==> src/rtl/lsq_pkg.sv <==
package lsq_pkg;

  typedef enum logic [1:0] {
    ST_AVAIL   = 2'd0,
    ST_LQ_FULL = 2'd1,
    ST_SQ_FULL = 2'd2
  } disp_stat_e;

  // summary of one queue as seen from the queried tag
  typedef struct packed {
    logic hit;        // tag is held in this queue
    logic hit_bar;    // and that entry is a barrier
    logic older_any;  // some older entry exists
    logic older_bar;  // some older barrier entry exists
  } bank_probe_t;

endpackage

==> src/rtl/lsq_free_pick.sv <==
module lsq_free_pick #(
  parameter int N     = 4,
  parameter int IDX_W = (N > 1) ? $clog2(N) : 1
) (
  input  logic [N-1:0]     busy,
  output logic             found,
  output logic [IDX_W-1:0] idx
);
  // lowest-numbered free slot
  always_comb begin
    found = 1'b0;
    idx   = '0;
    for (int i = N - 1; i >= 0; i--) begin
      if (!busy[i]) begin
        found = 1'b1;
        idx   = IDX_W'(i);
      end
    end
  end
endmodule

==> src/rtl/lsq_slot_bank.sv <==
module lsq_slot_bank
  import lsq_pkg::*;
#(
  parameter int DEPTH = 4,
  parameter int TAG_W = 6,
  parameter int CNT_W = $clog2(DEPTH + 1)
) (
  input  logic             clk,
  input  logic             rst,
  input  logic             alloc_en,
  input  logic [TAG_W-1:0] alloc_tag,
  input  logic             alloc_bar,
  input  logic             free_en,
  input  logic [TAG_W-1:0] free_tag,
  input  logic [TAG_W-1:0] probe_tag,
  output bank_probe_t      probe,
  output logic [CNT_W-1:0] count
);
  localparam int IDX_W = (DEPTH > 1) ? $clog2(DEPTH) : 1;

  logic [DEPTH-1:0] valid;
  logic [DEPTH-1:0] bar;
  logic [TAG_W-1:0] tags [DEPTH];

  logic             slot_found;
  logic [IDX_W-1:0] slot_idx;
  logic             alloc_ok;
  logic [DEPTH-1:0] free_match;
  logic             free_hit;

  lsq_free_pick #(.N(DEPTH), .IDX_W(IDX_W)) pick_i (
    .busy  (valid),
    .found (slot_found),
    .idx   (slot_idx)
  );

  assign alloc_ok = alloc_en && slot_found;

  generate
    for (genvar g = 0; g < DEPTH; g++) begin : g_match
      assign free_match[g] = free_en && valid[g] && (tags[g] == free_tag);
    end
  endgenerate

  assign free_hit = |free_match;

  // tag storage: single write port, no reset
  always_ff @(posedge clk) begin
    if (alloc_ok) begin
      tags[slot_idx] <= alloc_tag;
    end
  end

  always_ff @(posedge clk) begin
    if (rst) begin
      valid <= '0;
      bar   <= '0;
      count <= '0;
    end else begin
      for (int i = 0; i < DEPTH; i++) begin
        if (free_match[i]) begin
          valid[i] <= 1'b0;
          bar[i]   <= 1'b0;
        end
      end
      if (alloc_ok) begin
        valid[slot_idx] <= 1'b1;
        bar[slot_idx]   <= alloc_bar;
      end
      count <= count + CNT_W'(alloc_ok) - CNT_W'(free_hit);
    end
  end

  // age probe against the queried tag, wrap-safe
  always_comb begin
    logic [TAG_W-1:0] diff;
    logic             older;
    logic             same;
    probe = '0;
    for (int i = 0; i < DEPTH; i++) begin
      diff  = tags[i] - probe_tag;
      older = valid[i] && diff[TAG_W-1];
      same  = valid[i] && (tags[i] == probe_tag);
      probe.hit       = probe.hit | same;
      probe.hit_bar   = probe.hit_bar | (same & bar[i]);
      probe.older_any = probe.older_any | older;
      probe.older_bar = probe.older_bar | (older & bar[i]);
    end
  end
endmodule

==> src/rtl/lsq_ready_rule.sv <==
module lsq_ready_rule
  import lsq_pkg::*;
#(
  parameter bit NO_ALIAS = 1'b0
) (
  input  bank_probe_t lq_pr,
  input  bank_probe_t sq_pr,
  output logic        ready
);
  always_comb begin
    ready = 1'b1;
    if (sq_pr.hit) begin
      // stores stay behind every older load and store
      if (sq_pr.older_any || lq_pr.older_any) ready = 1'b0;
    end
    if (lq_pr.hit) begin
      if (lq_pr.older_bar) ready = 1'b0;
      if (!NO_ALIAS && sq_pr.older_any) ready = 1'b0;
      // a load barrier issues only as the oldest load entry
      if (lq_pr.hit_bar && lq_pr.older_any) ready = 1'b0;
    end
  end
endmodule

==> src/rtl/lsq_order_tracker.sv <==
module lsq_order_tracker
  import lsq_pkg::*;
#(
  parameter int TAG_W     = 6,
  parameter int LQ_CAP    = 4,
  parameter int SQ_CAP    = 4,
  parameter int UNB_DEPTH = 8,
  parameter bit NO_ALIAS  = 1'b0
) (
  input  logic             clk,
  input  logic             rst,
  input  logic             disp_valid,
  input  logic [TAG_W-1:0] disp_tag,
  input  logic             disp_ld,
  input  logic             disp_st,
  input  logic             disp_fx,
  output logic [1:0]       disp_status,
  input  logic             qry_valid,
  input  logic [TAG_W-1:0] qry_tag,
  output logic             rsp_valid,
  output logic             rsp_ready,
  input  logic             exe_valid,
  input  logic [TAG_W-1:0] exe_tag
);
  localparam int LQ_DEPTH = (LQ_CAP == 0) ? UNB_DEPTH : LQ_CAP;
  localparam int SQ_DEPTH = (SQ_CAP == 0) ? UNB_DEPTH : SQ_CAP;
  localparam int LQ_CW    = $clog2(LQ_DEPTH + 1);
  localparam int SQ_CW    = $clog2(SQ_DEPTH + 1);

  logic [LQ_CW-1:0] lq_cnt;
  logic [SQ_CW-1:0] sq_cnt;
  logic             lq_full;
  logic             sq_full;
  disp_stat_e       stat;
  logic             accept;
  bank_probe_t      lq_pr;
  bank_probe_t      sq_pr;
  logic             rdy;

  generate
    if (LQ_CAP == 0) begin : g_lq_open
      assign lq_full = 1'b0;
    end else begin : g_lq_cap
      assign lq_full = (lq_cnt == LQ_CW'(LQ_CAP));
    end
    if (SQ_CAP == 0) begin : g_sq_open
      assign sq_full = 1'b0;
    end else begin : g_sq_cap
      assign sq_full = (sq_cnt == SQ_CW'(SQ_CAP));
    end
  endgenerate

  always_comb begin
    stat = ST_AVAIL;
    if (disp_valid) begin
      if (disp_ld && lq_full)      stat = ST_LQ_FULL;
      else if (disp_st && sq_full) stat = ST_SQ_FULL;
    end
  end

  assign disp_status = stat;
  assign accept      = disp_valid && (stat == ST_AVAIL);

  lsq_slot_bank #(.DEPTH(LQ_DEPTH), .TAG_W(TAG_W), .CNT_W(LQ_CW)) lq_i (
    .clk       (clk),
    .rst       (rst),
    .alloc_en  (accept && disp_ld),
    .alloc_tag (disp_tag),
    .alloc_bar (disp_fx),
    .free_en   (exe_valid),
    .free_tag  (exe_tag),
    .probe_tag (qry_tag),
    .probe     (lq_pr),
    .count     (lq_cnt)
  );

  lsq_slot_bank #(.DEPTH(SQ_DEPTH), .TAG_W(TAG_W), .CNT_W(SQ_CW)) sq_i (
    .clk       (clk),
    .rst       (rst),
    .alloc_en  (accept && disp_st),
    .alloc_tag (disp_tag),
    .alloc_bar (disp_fx),
    .free_en   (exe_valid),
    .free_tag  (exe_tag),
    .probe_tag (qry_tag),
    .probe     (sq_pr),
    .count     (sq_cnt)
  );

  lsq_ready_rule #(.NO_ALIAS(NO_ALIAS)) rule_i (
    .lq_pr (lq_pr),
    .sq_pr (sq_pr),
    .ready (rdy)
  );

  always_ff @(posedge clk) begin
    if (rst) begin
      rsp_valid <= 1'b0;
      rsp_ready <= 1'b0;
    end else begin
      rsp_valid <= qry_valid;
      rsp_ready <= qry_valid && rdy;
    end
  end
endmodule

==> config.mk <==
export PLATFORM = sky130hd
export DESIGN_NAME = lsq_order_tracker
export DESIGN_NICKNAME = d
export VERILOG_FILES = /design/src/rtl/lsq_pkg.sv /design/src/rtl/lsq_free_pick.sv /design/src/rtl/lsq_slot_bank.sv /design/src/rtl/lsq_ready_rule.sv /design/src/rtl/lsq_order_tracker.sv
export SDC_FILE = /design/constraint.sdc
export NUM_CORES = 1
export LEC_CHECK = 0
export ABC_AREA = 1
export BUFFER_PORTS_ARGS = -buffer_cell sky130_fd_sc_hd__buf_2
export CAP_MARGIN = 40
export CORE_MARGIN = 4
export CORE_UTILIZATION = 35
export CTS_BUF_LIST = sky130_fd_sc_hd__clkbuf_16
export DETAILED_ROUTE_END_ITERATION = 8
export PLACE_DENSITY_LB_ADDON = 0.2
export SETUP_SLACK_MARGIN = 0.2
export SLEW_MARGIN = 10
export SYNTH_ARGS = -nofsm -noshare
export SYNTH_HDL_FRONTEND = slang
export SYNTH_SLANG_ARGS = --single-unit
==> constraint.sdc <==
create_clock -name clk -period 2.8 [get_ports clk]
set_input_delay 0.84 -clock clk [delete_from_list [all_inputs] [get_ports clk]]
set_output_delay 0.84 -clock clk [all_outputs]
set_load 0.005 [all_outputs]
==> results.json <==
{
  "dieHeight_um": 123,
  "antenna_found_initial": 0,
  "critPathSlowestCell": "fa_2",
  "r2r_end": "sq_i.count[1]",
  "async_reset_ff_share_pct": 0,
  "clock-root-buffer": "clkbuf_16",
  "drive_gt1_share_pct": 20.1,
  "grt_setup_unrepaired": "yes",
  "finalPower_mw": 2.74,
  "r2r_start": "sq_i.tags[0][5]",
  "post_drt_wl_per_cell_um": 17.4,
  "drv_cap": 0,
  "clk_latency_ps": 340,
  "viasPerCell": 5.10,
  "finalHoldViolCount": 0,
  "endpoint_kind": "flip-flop",
  "fin_worst_skew_ps": 4.82,
  "drtAntennaViolNets": 0,
  "period_needed_ps": 2690,
  "post-route-drc-count": 0,
  "syn_avg_cell_area_sq_um": 8.07,
  "synth_area_leaders": "edfxtp_1 (31%), ha_1 (12%), nand2_1 (11%), dfxtp_1 (8.7%), inv_1 (7.6%)",
  "synth_seq_cells": 68,
  "fp.coreArea_sq_um": 12700,
  "die_x_um": 123,
  "fillers": 1277,
  "htree_levels": 3,
  "slowest_delay_ps": 520,
  "drv_slew": 0,
  "port_buffers": 29,
  "dp.cells": 794,
  "yosysUniqueCellTypes": 45,
  "fin_area_sq_um": 5700,
  "worstHoldEndpoint": "lq_i.bar[1]",
  "synthFlopType": "edfxtp_1",
  "hold_buffers": 0,
  "clkTransAtPathRegs_ps": 60,
  "die-area_sq_um": 15000,
  "critical_path_class": "input port to flip-flop",
  "status": "completed",
  "routed_wl_mm": 14.2,
  "fin_util_pct": 44.8,
  "hold_depth": 2,
  "startpoint_type": "input port",
  "grt_max_degree": 16,
  "gp_congestion": 0.899,
  "io_pins": 30,
  "vias": 4154,
  "grt_usage_pct": 19.4,
  "drt_iter0_drc": 415,
  "cp_max_fo": 5,
  "r2r_cells": 12,
  "cp_cell_sequence": "buf_8 > inv_8 > o22ai_4 > nor4_2 > nand4_1 > a21boi_2 > nand2_1 > ha_1 > inv_1 > ha_2 > inv_2 > fa_2 > nor2_1",
  "whs_ps": 529,
  "reg2reg_slack_ps": 200,
  "grt_pass1_vias": 3930,
  "fin_nets": 710,
  "synthCells": 569,
  "cts_sinks": 68,
  "peakVddDrop_uv": 345,
  "antenna_cells": 0,
  "dr.pass1.iters": 6,
  "worst-slew-pin-transition_ps": 568,
  "hold_path_class": "flip-flop to flip-flop",
  "rows": 41,
  "synth_warnings": 0,
  "p_leak_nw": 2.60,
  "cts_buffers": 9,
  "grt_pass1_wl_mm": 21.3,
  "syn_to_final_growth_pct": 24.1,
  "min-delay-start": "lq_i.bar[1]",
  "grt-ovfl-total": 0,
  "stdcell_count": 815,
  "synth.top_cell.area_share_pct": 31.4,
  "synth_edf_count": 48,
  "cts_buffer_depth": 2,
  "required_ps": 3020,
  "finalCritPeriodShare_pct": 96.1,
  "start_util_pct": 36.1,
  "ys_seq_area_share_pct": 40.1,
  "syn_nets": 641,
  "place_area_sq_um": 5200,
  "relSlewSlack_pct": 62.0,
  "critPathArrivalTime_ps": 2910,
  "yosys.area.top_type": "edfxtp_1",
  "fmax_mhz": 372,
  "synth_area_sq_um": 4590,
  "finalSetupViolations": 0,
  "cts_tree": "built",
  "post-dp-hpwl_mm": 10.6,
  "p_per_area_nw_per_um2": 481
}
sequential cells by signal, summed over array words and instances (netlist names):
register,flops
lq_i.bar,4
lq_i.count,3
lq_i.tags,24
lq_i.valid,4
rsp_ready,1
rsp_valid,1
sq_i.count,3
sq_i.tags,24
sq_i.valid,4
synthesized netlist by cell type, types with 4 or more instances:
library cell and n:
nor2_1 45, nand2_1 136, ha_1 44, xor2_1 7, nand3_1 26, dfxtp_1 20
nor3_1 4, inv_2 6, xnor2_1 15, o22ai_1 7, o21ai_0 17, a21oi_1 30
edfxtp_1 48, nor4_1 4, inv_1 93, nand4_1 23, buf_4 4
power breakdown:
| group | leakage [nW] | switching, mW | total [mW] | internal (mW) |
|---|---|---|---|---|
| clock network | 0.157 | 0.444 | 1.22 | 0.776 |
| registers | 0.598 | 0.0221 | 1.13 | 1.11 |
| logic | 1.85 | 0.239 | 0.391 | 0.152 |
| total | 2.60 | 0.706 | 2.74 | 2.03 |
cells by family after synthesis:
kind of cell,count (synthesis),share of synthesized area [%]
buffers and inverters,113,9.97
AOI/OAI and AO/OA,66,8.17
DFF,68,40.1
adders and majority gates,46,12.9
xor gates and xnor gates,23,4.55
and+or+nand+nor,253,24.4
worst max-delay path: cells and delay by family:
kind                     cells  cell delay [ps]
AND/OR/NAND/NOR              4              640
adder cells (fa/ha/maj)      3              910
buffers and inverters        4              260
AO/OA/AOI/OAI                2              260
layout make-up:
class / instances / area [sq um] / area share (%)
well taps: 172 / 215 / 3.78
inverters: 103 / 423 / 7.42
multi-input cells: 388 / 2370 / 41.6
clock buffers: 9 / 225 / 3.95
flip-flops and latches: 68 / 1840 / 32.3
clock inverters: 7 / 91.3 / 1.60
repair buffers: 68 / 533 / 9.35
placed cells by master, fill, tap and decap left out, types with 15 or more instances in the layout:
master / synthesis / routed
o21ai_0: 17 / 15
dfxtp_1: 20 / 20
buf_4: 4 / 34
nor2_1: 45 / 42
edfxtp_1: 48 / 48
a21oi_1: 30 / 27
buf_2: 3 / 23
nand2_1: 136 / 136
nand4_1: 23 / 23
xnor2_1: 15 / 15
ha_1: 44 / 42
nand3_1: 26 / 26
inv_1: 93 / 87
what timing repair did:
action	in CTS	in global routing
buffers inserted	2	3
endpoints found under the setup margin	4	4
gates resized for setup	21	27
pin swaps	10	15
gates cloned	0	0
metal layers:
layer / vias up / track usage (%) / share of wire [%]
li1: 2014 / - / -
met1: 1993 / 26.7 / 47
met4: 0 / 6.37 / 1.8
met3: 17 / 3.69 / 6.0
met5: - / 0 / 0
met2: 130 / 30.9 / 45
worst max-delay path by stage:
stage	startpoint	to	slack (ps)	cells after the start
final	exe_tag[3]	sq_i.count[1]	110	13
after detailed placement	exe_tag[4]	sq_i.count[2]	-350	14
after floorplan	exe_tag[5]	sq_i.count[2]	50	15
after global placement	exe_tag[4]	sq_i.count[2]	-260	14
after CTS	exe_tag[3]	sq_i.count[1]	130	13
after global routing	exe_tag[3]	sq_i.count[1]	10	13
per-stage QoR:
stage | setup TNS (ps) | worst slack (ps)
after floorplan | 0 | 53.0
after global placement | -817 | -256
after detailed placement | -1070 | -349
after CTS | 0 | 133
after global routing | 0 | 14.9
final | 0 | 110
Power figures use the tool's default switching activity.
